===== config.mk =====
export PLATFORM = sky130hd
export DESIGN_NAME = adc_clk_divider
export DESIGN_NICKNAME = d
export VERILOG_FILES = /design/src/rtl/adc_clk_divider.sv
export SDC_FILE = /design/constraint.sdc
export NUM_CORES = 1
export LEC_CHECK = 0
export BUFFER_PORTS_ARGS = -buffer_cell sky130_fd_sc_hd__buf_2
export CAP_MARGIN = 20
export CORE_MARGIN = 10
export CORE_UTILIZATION = 50
export CTS_CLUSTER_SIZE = 40
export DETAILED_ROUTE_END_ITERATION = 12
export HOLD_SLACK_MARGIN = 0.1
export PLACE_DENSITY_LB_ADDON = 0.05
export SLEW_MARGIN = 5
export SYNTH_ARGS = -nofsm -noshare
export SYNTH_HDL_FRONTEND = slang
export SYNTH_SLANG_ARGS = --single-unit

===== constraint.sdc =====
create_clock -name clk_in -period 2.6 [get_ports clk_in]
set_input_delay 0.39 -clock clk_in [delete_from_list [all_inputs] [get_ports clk_in]]
set_output_delay 0.39 -clock clk_in [all_outputs]
set_load 0.05 [all_outputs]

===== src/rtl/adc_clk_divider.sv =====
module adc_clk_divider #(
  parameter int RW = 7
) (
  input  logic       clk_in,
  input  logic       rst,
  input  logic [2:0] div1_sel,
  input  logic       div2_sel,
  input  logic       temp_mode,
  input  logic       stage_sel,
  output logic       clk_out,
  output logic       cfg_err
);

  localparam logic [RW-1:0] ONE = RW'(1);

  function automatic logic [RW-1:0] first_ratio(input logic [2:0] code);
    case (code)
      3'd0:    first_ratio = RW'(1);
      3'd1:    first_ratio = RW'(2);
      3'd2:    first_ratio = RW'(10);
      3'd3:    first_ratio = RW'(20);
      3'd4:    first_ratio = RW'(40);
      3'd5:    first_ratio = RW'(80);
      default: first_ratio = '0;
    endcase
  endfunction

  logic          use_second;
  logic [RW-1:0] req_ratio;
  logic [RW-1:0] ratio_q;
  logic [RW-1:0] cnt_q;
  logic [RW-1:0] cnt_nxt;
  logic          phase_q;
  logic          bnd;

  assign use_second = temp_mode & stage_sel;
  assign req_ratio  = use_second ? (div2_sel ? RW'(20) : RW'(10)) : first_ratio(div1_sel);
  assign cfg_err    = !use_second && (div1_sel > 3'd5);

  assign cnt_nxt = cnt_q + ONE;
  assign bnd     = (ratio_q <= ONE) || (cnt_q == ratio_q - ONE);

  always_ff @(posedge clk_in) begin
    if (rst) begin
      ratio_q <= '0;
      cnt_q   <= '0;
      phase_q <= 1'b0;
    end else if (bnd) begin
      ratio_q <= req_ratio;
      cnt_q   <= '0;
      phase_q <= req_ratio > ONE;
    end else begin
      cnt_q   <= cnt_nxt;
      phase_q <= cnt_nxt < (ratio_q >> 1);
    end
  end

  assign clk_out = (ratio_q == ONE) ? clk_in : phase_q;

endmodule


==> impl_metrics.ini, run 1 <==
[power_and_ir_drop]
power.density_nw_per_um2 = 980.9
p_total_mw = 1.273
ir_drop_uv = 672.8
leakage_nw = 0.5231

[clocking]
cts_tree = done
clkTransAtPathRegs_ps = 100
ctsHoldBuffers = 0
postCtsResizedCells = 0
clock_latency_ps = 400
post_cts_buffers = 0

[floorplan]
die_x_um = 69.09
num_rows = 17
start_util = 0.5344
die_area_um2 = 4773
coreArea_um2 = 2255
die_h_um = 69.09
io_pins = 10

[finish]
diodes = 0
final_util = 0.5755
syn_to_final_growth_pct = 7.684
fin_nets = 168
drive_gt1_frac = 0.1921
design_area_um2 = 1297
fillers = 224

[worst_setup_path]
rr_startpoint = ratio_q[0]$_SDFFE_PP0P_
critical_path_arrival_ps = 2000
slowest_stage = nor4_2
cp-end-kind = output pin
crit_path_max_fanout = 5
slowest_delay_ps = 440
crit_path_cell_trace = nor4_2 > and2_1 > nand2_1 > mux2_2 > buf_2
r2r_cells = 6
worstPathRequired_ps = 2210
startpoint = ratio_q[4]$_SDFFE_PP0P_
start_kind = flop
critPathKind = reg2out

[sta]
finalHoldViolCount = 0
fin_tns_setup_ps = 0
finalCritPeriodShare = 0.9199
setup_violations = 0
slew-limit-headroom = 0.5762
postLayoutSetupSlackWorst_ps = 208.3
min_period_ps = 2392
tightest_slew_ps = 632.8
rsz0062_at_grt = no
finClkSkew_ps = 4.193
drv_slew = 0
fmax_ghz = 0.4181

[synthesis]
synth_edf_count = 0
synthFlopType = dfxtp_1
ys_ff_latch = 15
synth_cells = 142
async_flop_share = 0
ys_seq_area_frac = 0.2492
synth_area_um2 = 1205
avgSynthCellArea_um2 = 8.485
syn-num-nets = 158
ys.warnings.count = 0
synth.distinct_cells = 45

[drt]
vias = 1107
wire_per_inst_um = 15.92
routed_wl_mm = 2.849
via_per_inst = 6.184
drt-initial-drc-count = 58
drc = 0
dr.pass1.iters = 4
antenna_left = 0

[place]
place_area_um2 = 1249
preCtsSetupSlack_ps = 330.7
gp_congestion = 0.7848
hpwl_mm = 2.193
io_buffers = 9

[worst_hold_path]
whs_path_depth = 2
hp-start = rst
hp-class = in2reg

[grt]
grt.busiest_layer = met2
grtUsageMet1 = 0.1534
grt_usage = 0.1170
met2_usage = 0.1694
grt_pass1_vias = 1000
grt_pass1_wl_mm = 4.802
grt_max_degree = 17
antenna_found_initial = 0
grt_overflow = 0
use_met3 = 0.03281

[job]
max-cap-violations = 0

[run_status]
outcome = finished clean
[cell usage in the layout (no fill, tap or decap), drive strengths merged, types with 2 or more instances in the layout]
cell    count
a211oi      3
a21o        3
a21oi       6
a311oi      3
a31oi       6
and2        2
and3        5
and4        2
buf         9
clkbuf      7
dfxtp      15
ha          8
inv         9
nand2      11
nand3       9
nor2        8
nor3        6
nor4        4
o211ai      2
xnor2      11
xor2        5
[area by class of cell]
| type | instances | area, um2 | share of cell area |
|---|---|---|---|
| timing repair buffer | 8 | 40.04 | 0.03086 |
| tap | 28 | 35.03 | 0.02700 |
| clock buffer | 8 | 53.80 | 0.04147 |
| inverter | 9 | 33.78 | 0.02604 |
| multi-input combinational | 111 | 834.6 | 0.6432 |
| sequential | 15 | 300.3 | 0.2314 |
[where the power goes]
| part | switching [mW] | total [mW] | leakage [nW] | internal [mW] |
|---|---|---|---|---|
| clock | 0.129 | 0.251 | 0.0379 | 0.122 |
| sequential | 0.0761 | 0.355 | 0.123 | 0.279 |
| combinational | 0.388 | 0.667 | 0.363 | 0.280 |
[state kept, by name, summed over array words and instances (netlist names)]
| signal | count |
|---|---|
| cnt_q | 7 |
| ratio_q | 7 |
| phase_q | 1 |
[logic make-up (layout without fill, tap and decap cells)]
logic type	count (synthesis)	count (layout)	share of synthesized area
fa+ha+maj	8	8	0.08308
compound gates	35	35	0.2378
mux	1	1	0.009345
simple gates	51	51	0.2399
xor+xnor	16	16	0.1225
buf+inv	16	25	0.05815
flops	15	15	0.2492
[metrics by stage]
step,std cells,hold WS [ps]
floorplan,142,497.4
global placement,172,532.4
detailed placement,172,530.2
CTS,179,364.8
global route,179,365.6
finish,179,372.3
[final timing paths]
path / endpoint / slack [ps]
min: ratio_q[1]$_SDFFE_PP0P_ / 370
max reg2reg: ratio_q[6]$_SDFFE_PP0P_ / 300
min reg2reg: ratio_q[5]$_SDFFE_PP0P_ / 550
max: clk_out / 210
[critical path: cells and delay by family (launching register included)]
family                 cells  cell delay [ps]
and+or+nand+nor            3              720
DFF                        1              400
muxes                      1              270
buffers and inverters      1              210
[routing by layer]
| metal | routed length [um] | up-vias |
|---|---|---|
| li1 | - | 548 |
| met1 | 1340 | 519 |
| met2 | 1321 | 35 |
| met3 | 142 | 5 |
| met4 | 44 | 0 |
| met5 | 0 | - |
[cell usage after synthesis, drive strengths merged, types with 2 or more instances]
master	count	area share
a211oi	3	0.019
a21o	3	0.019
a21oi	6	0.025
a311oi	3	0.022
a31oi	6	0.031
and2	2	0.011
and3	5	0.027
and4	2	0.015
buf	3	0.018
clkbuf	4	0.012
dfxtp	15	0.25
ha	8	0.083
inv	9	0.028
nand2	11	0.034
nand3	9	0.046
nor2	8	0.025
nor3	6	0.033
nor4	4	0.026
o211ai	2	0.012
xnor2	11	0.086
xor2	5	0.036
Note: power is estimated with default switching activity, not from simulation.
==> inputs of run 2 (changes only) <==
==> constraint.sdc (replaced) <==
create_clock -name clk_in -period 2.37 [get_ports clk_in]
set_input_delay 0.3555 -clock clk_in [delete_from_list [all_inputs] [get_ports clk_in]]
set_output_delay 0.3555 -clock clk_in [all_outputs]
set_load 0.05 [all_outputs]
==> run 2 against run 1 <==
  * Wire length up 5.9%
  * Via count up 1.4%
  * Critical path depth stayed put
  * Highest routed layer unchanged
  * First-iteration DRC count is 67% higher
==> impl_metrics.ini, run 2 (synthesis gave the netlist of run 1 again) <==
[grt]
grt_overflow = 0
grt_max_degree = 17
grt_pass1_vias = 1106
antenna_found_initial = 0
grt_usage = 0.1284
grt_pass1_wl_mm = 5.140

[place]
place_inst = 174
preCtsSetupSlack_ps = 154.9
io_buffers = 9
hpwl_mm = 2.352
gp_congestion = 0.7943

[finish]
final_common_cell = dfxtp_1
diodes = 0
mostFrequentLayoutCells = dfxtp_1 (14), nand2_1 (11), xnor2_1 (10)
reg_top3 = cnt_q: 7 flops, ratio_q: 7 flops, phase_q: 1 flops
syn_to_final_growth_pct = 11.22
drive_gt1_frac = 0.2323
fin_nets = 172
fin_cells = 183
final_util = 0.5943

[worst_setup_path]
critPathKind = reg2out
crit_path_cell_trace = nor4_4 > and2_1 > nand2_1 > mux2_2 > buf_2
r2r_end = ratio_q[6]$_SDFFE_PP0P_
slowest_stage = dfxtp_1
start_kind = flop
crit_path_max_fanout = 8
slowest_delay_ps = 420
worstPathRequired_ps = 2010
cp-end-kind = output pin
critPathBufInv = 1
critical_path_arrival_ps = 1910
r2r_cells = 7
rr_startpoint = ratio_q[0]$_SDFFE_PP0P_
cp_top_family = simple AND/OR/NAND/NOR gates
r2r_slack_ps = 140

[floorplan]
num_rows = 17
start_util = 0.5344
die_h_um = 69.09
die_x_um = 69.09
io_pins = 10
coreArea_um2 = 2255
die_area_um2 = 4773

[sta]
drv_slew = 0
min_period_ps = 2268
postLayoutSetupSlackWorst_ps = 101.9
finClkSkew_ps = 12.67
slew-limit-headroom = 0.5684
setup_violations = 0
fin_tns_setup_ps = 0
finalCritPeriodShare = 0.9570
finalHoldViolCount = 0
fmax_ghz = 0.4409
tightest_slew_ps = 644.6

[power_and_ir_drop]
p_total_mw = 1.473
power.density_nw_per_um2 = 1099
ir_drop_uv = 697.2
leakage_nw = 0.5490

[run_status]
outcome = finished clean

[drt]
vias = 1122
antenna_left = 0
drt-initial-drc-count = 97
drc = 0
wire_per_inst_um = 16.49
routed_wl_mm = 3.017
dr.pass1.iters = 4
via_per_inst = 6.131

[worst_hold_path]
whs_path_depth = 2
hp-start = rst
worstHoldEndpoint = ratio_q[1]$_SDFFE_PP0P_
hp-class = in2reg

[job]
max-cap-violations = 0

[clocking]
clock_latency_ps = 400
cts_tree = done
clkTransAtPathRegs_ps = 110
ctsHoldBuffers = 0
==> run 2: area by class of cell <==
type	instances	area, um2
clock buffers	7	50.05
clock inverters	1	5.005
fillers	226	914.6
inverters	9	33.78
multi-input cells	111	844.6
flip-flops and latches	15	301.5
well taps	28	35.03
repair buffers	12	70.07
==> run 2: power breakdown <==
part	total [mW]	switching (mW)	internal [mW]
registers	0.386	0.0788	0.307
clock network	0.276	0.145	0.131
logic	0.811	0.458	0.353
==> run 2: worst max path at each step <==
stage                     cells after the start  slack [ps]                 endpoint                     from
after global routing                          5         -30                  clk_out  ratio_q[2]$_SDFFE_PP0P_
after global placement                        7         260  ratio_q[6]$_SDFFE_PP0P_  ratio_q[0]$_SDFFE_PP0P_
after floorplan                               7         380  ratio_q[6]$_SDFFE_PP0P_  ratio_q[0]$_SDFFE_PP0P_
after CTS                                     5          50                  clk_out  ratio_q[4]$_SDFFE_PP0P_
after detailed placement                      7         150  ratio_q[0]$_SDFFE_PP0P_  ratio_q[0]$_SDFFE_PP0P_
final                                         5         100                  clk_out  ratio_q[2]$_SDFFE_PP0P_
==> run 2: per-stage QoR <==
| stage | area, um2 | hold slack, ps |
|---|---|---|
| global placement | 1264 | 535.9 |
| finish | 1340 | 334.7 |
| detailed placement | 1264 | 543.1 |
| floorplan | 1205 | 497.4 |
| global route | 1340 | 332.4 |
| CTS | 1323 | 336.0 |
==> run 2: routing by layer <==
metal  vias up  GRT usage  routed length, um
li1        552          -                  -
met1       523     0.1578               1343
met2        41     0.1956               1441
met3         6    0.04137                188
met4         0    0.05987                 43
met5         -          0                  0
==> run 2: what timing repair did <==
action,in CTS,in global routing
resized for setup,1,2
pin swaps,0,1
endpoints found under the setup margin,1,3
buffers inserted,0,2
hold endpoints to repair,0,0
==> run 2: worst register-to-register path: cells and delay by family, from the launching register on <==
| family | cells | cell delay (ps) |
|---|---|---|
| AOI/OAI and AO/OA | 3 | 920 |
| adders and majority gates | 1 | 270 |
| buffers and inverters | 1 | 90 |
| DFF | 1 | 460 |
| and+or+nand+nor | 2 | 390 |
==> inputs of run 3 (changes only) <==
--- a/config.mk
+++ b/config.mk
@@ -5,6 +5,7 @@
 export SDC_FILE = /design/constraint.sdc
 export NUM_CORES = 1
 export LEC_CHECK = 0
+export ABC_AREA = 1
 export BUFFER_PORTS_ARGS = -buffer_cell sky130_fd_sc_hd__buf_2
 export CAP_MARGIN = 20
 export CORE_MARGIN = 10
==> run 3 against run 2 <==
  * Die area decreased by 2.0%
  * Worst hold slack got worse by 43 ps
  * Sequential share of layout area grew 0.60 points
  * Global-route usage is 0.83 points lower
  * Highest routed layer unchanged
==> impl_metrics.ini, run 3 <==
[drt]
via_per_inst = 4.801
vias = 1109
dr.pass1.iters = 4
drt-initial-drc-count = 90
antenna_left = 0
drc = 0
wire_per_inst_um = 10.97
routed_wl_mm = 2.533

[sta]
finalCritPeriodShare = 0.9594
rsz0062_at_grt = no
slew-limit-headroom = 0.7510
finClkSkew_ps = 10.75
min_period_ps = 2274
drv_slew = 0
finalHoldViolCount = 0
tightest_slew_ps = 373.4
fmax_ghz = 0.4398
fin_tns_setup_ps = 0
setup_violations = 0

[job]
max-cap-violations = 0

[power_and_ir_drop]
power.density_nw_per_um2 = 1084
p_total_mw = 1.410
leakage_nw = 0.6767
switchingPower_mw = 0.6779
seqPwrFrac = 0.263
switching_share = 0.4809
ir_drop_uv = 654.9
clock_power_share = 0.186
intPower_mw = 0.7319
power_frac_comb = 0.551

[worst_setup_path]
cp-end-kind = output pin
start_kind = flop
crit_path_max_fanout = 3
critical_path_arrival_ps = 1920
crit_path_cell_trace = inv_1 > ha_1 > nand2_1 > nor2_1 > mux2_2 > buf_2
slowest_delay_ps = 370
critPathKind = reg2out
startpoint = ratio_q[1]$_SDFFE_PP0P_
worstPathRequired_ps = 2010
r2r_slack_ps = 390
rr_startpoint = cnt_q[0]$_SDFF_PP0_
slowest_stage = mux2_2

[synthesis]
synth_cells = 187
async_flop_share = 0
synth_common_cells = nand2_1 (60), nor2_1 (29), inv_1 (26)
ys.warnings.count = 0
synthTopCellsByArea = dfxtp_1 (26%), nand2_1 (19%), nor2_1 (9.3%)
avgSynthCellArea_um2 = 6.263
syn-num-nets = 203
yosys.area.top_type_share = 0.2564
yosysTopAreaCell = dfxtp_1
synth.distinct_cells = 26
ys_seq_area_frac = 0.2564
ys_ff_latch = 15
synth_edf_count = 0
synthFlopType = dfxtp_1
synth_most_common_cell = nand2_1
synth_area_um2 = 1171

[finish]
drive_gt1_frac = 0.1379
final_common_cell = nand2_1
diodes = 0
fin_cells = 231
fillers = 220
fin_nets = 220
reg_top3 = cnt_q: 7 flops, ratio_q: 7 flops, phase_q: 1 flops
design_area_um2 = 1300
syn_to_final_growth_pct = 11.00
mostFrequentLayoutCells = nand2_1 (60), nor2_1 (29), inv_1 (26)
final_util = 0.5877

[clocking]
clock_latency_ps = 390
clkTransAtPathRegs_ps = 100
ctsHoldBuffers = 0
postCtsResizedCells = 0
cts_tree = done
post_cts_buffers = 0

[place]
hpwl_mm = 2.056
place_area_um2 = 1251
place_inst = 224
io_buffers = 9
gp_congestion = 0.8406

[floorplan]
die_h_um = 68.40
io_pins = 10
die_area_um2 = 4678
die_x_um = 68.40
num_rows = 17
start_util = 0.5294
coreArea_um2 = 2212

[worst_hold_path]
hp-start = rst
hp-class = in2reg

[grt]
grt_overflow = 0
antenna_found_initial = 0
grt_pass1_vias = 1048
grt_usage = 0.1201
grt_pass1_wl_mm = 4.326
grt_max_degree = 11

[run_status]
outcome = finished clean
-- run 3: cell count changes after synthesis, sizes merged, moves of 4 or more --
| cell | previous run | this run |
|---|---|---|
| inv | 9 | 29 |
| clkbuf | 4 | 0 |
| a31oi | 6 | 1 |
| o21ai | 0 | 6 |
| nor3 | 6 | 1 |
| nor2 | 8 | 32 |
| nand2 | 11 | 63 |
| and3 | 5 | 0 |
| nand3 | 9 | 15 |
| xnor2 | 11 | 1 |
-- run 3: metrics by stage --
| stage | hold slack [ps] | worst slack (ps) |
|---|---|---|
| after floorplan | 452.2 | 454.6 |
| after global placement | 479.2 | 387.7 |
| after detailed placement | 490.5 | 387.7 |
| after CTS | 283.8 | 91.11 |
| after global routing | 308.3 | 32.42 |
| final | 292.1 | 96.11 |
-- run 3: cells by family after synthesis --
family,count (synthesis),share of synthesized area
simple gates,114,0.4295
buf+inv,29,0.09294
flops,15,0.2564
mux,1,0.009615
fa+ha+maj,8,0.08547
xor+xnor,6,0.04487
compound gates,14,0.08120
-- run 3: area by class of cell --
class | count | area, um2 | share of cell area
Inverter | 29 | 108.9 | 0.08373
Sequential cell | 15 | 300.3 | 0.2310
Multi-Input combinational cell | 143 | 762.0 | 0.5861
Clock buffer | 8 | 53.80 | 0.04139
Timing Repair Buffer | 8 | 40.04 | 0.03080
Tap cell | 28 | 35.03 | 0.02695
-- run 3: worst paths after layout --
kind	to	depth (start not counted)
setup / recovery	clk_out	6
setup reg to reg	phase_q$_SDFF_PP0_	10
hold reg to reg	cnt_q[0]$_SDFF_PP0_	1
hold / removal	ratio_q[0]$_SDFFE_PP0P_	4
-- run 3: power groups by stage --
stage / registers, mW / clock network (mW) / logic (mW)
2_1_floorplan: 0.360 / 0.0401 / 0.629
3_3_place_gp: 0.376 / 0.0460 / 0.760
3_5_place_dp: 0.378 / 0.0460 / 0.769
4_1_cts: 0.371 / 0.271 / 0.775
5_1_grt: 0.382 / 0.285 / 0.901
6_report: 0.371 / 0.262 / 0.777
-- run 3: per-layer routing --
| layer | vias up | share of wire | track usage |
|---|---|---|---|
| met5 | - | 0 | 0 |
| met4 | 0 | 0.0071 | 0.05779 |
| met3 | 2 | 0.038 | 0.02773 |
| met2 | 18 | 0.42 | 0.1809 |
| met1 | 471 | 0.53 | 0.1563 |
| li1 | 618 | - | - |
-- run 3: worst max-delay path, delay by kind of cell (launching register included) --
family | cells | cell delay [ps]
adder cells (fa/ha/maj) | 1 | 180
buffers and inverters | 2 | 310
flip-flops | 1 | 340
multiplexers | 1 | 370
AND/OR/NAND/NOR | 2 | 330
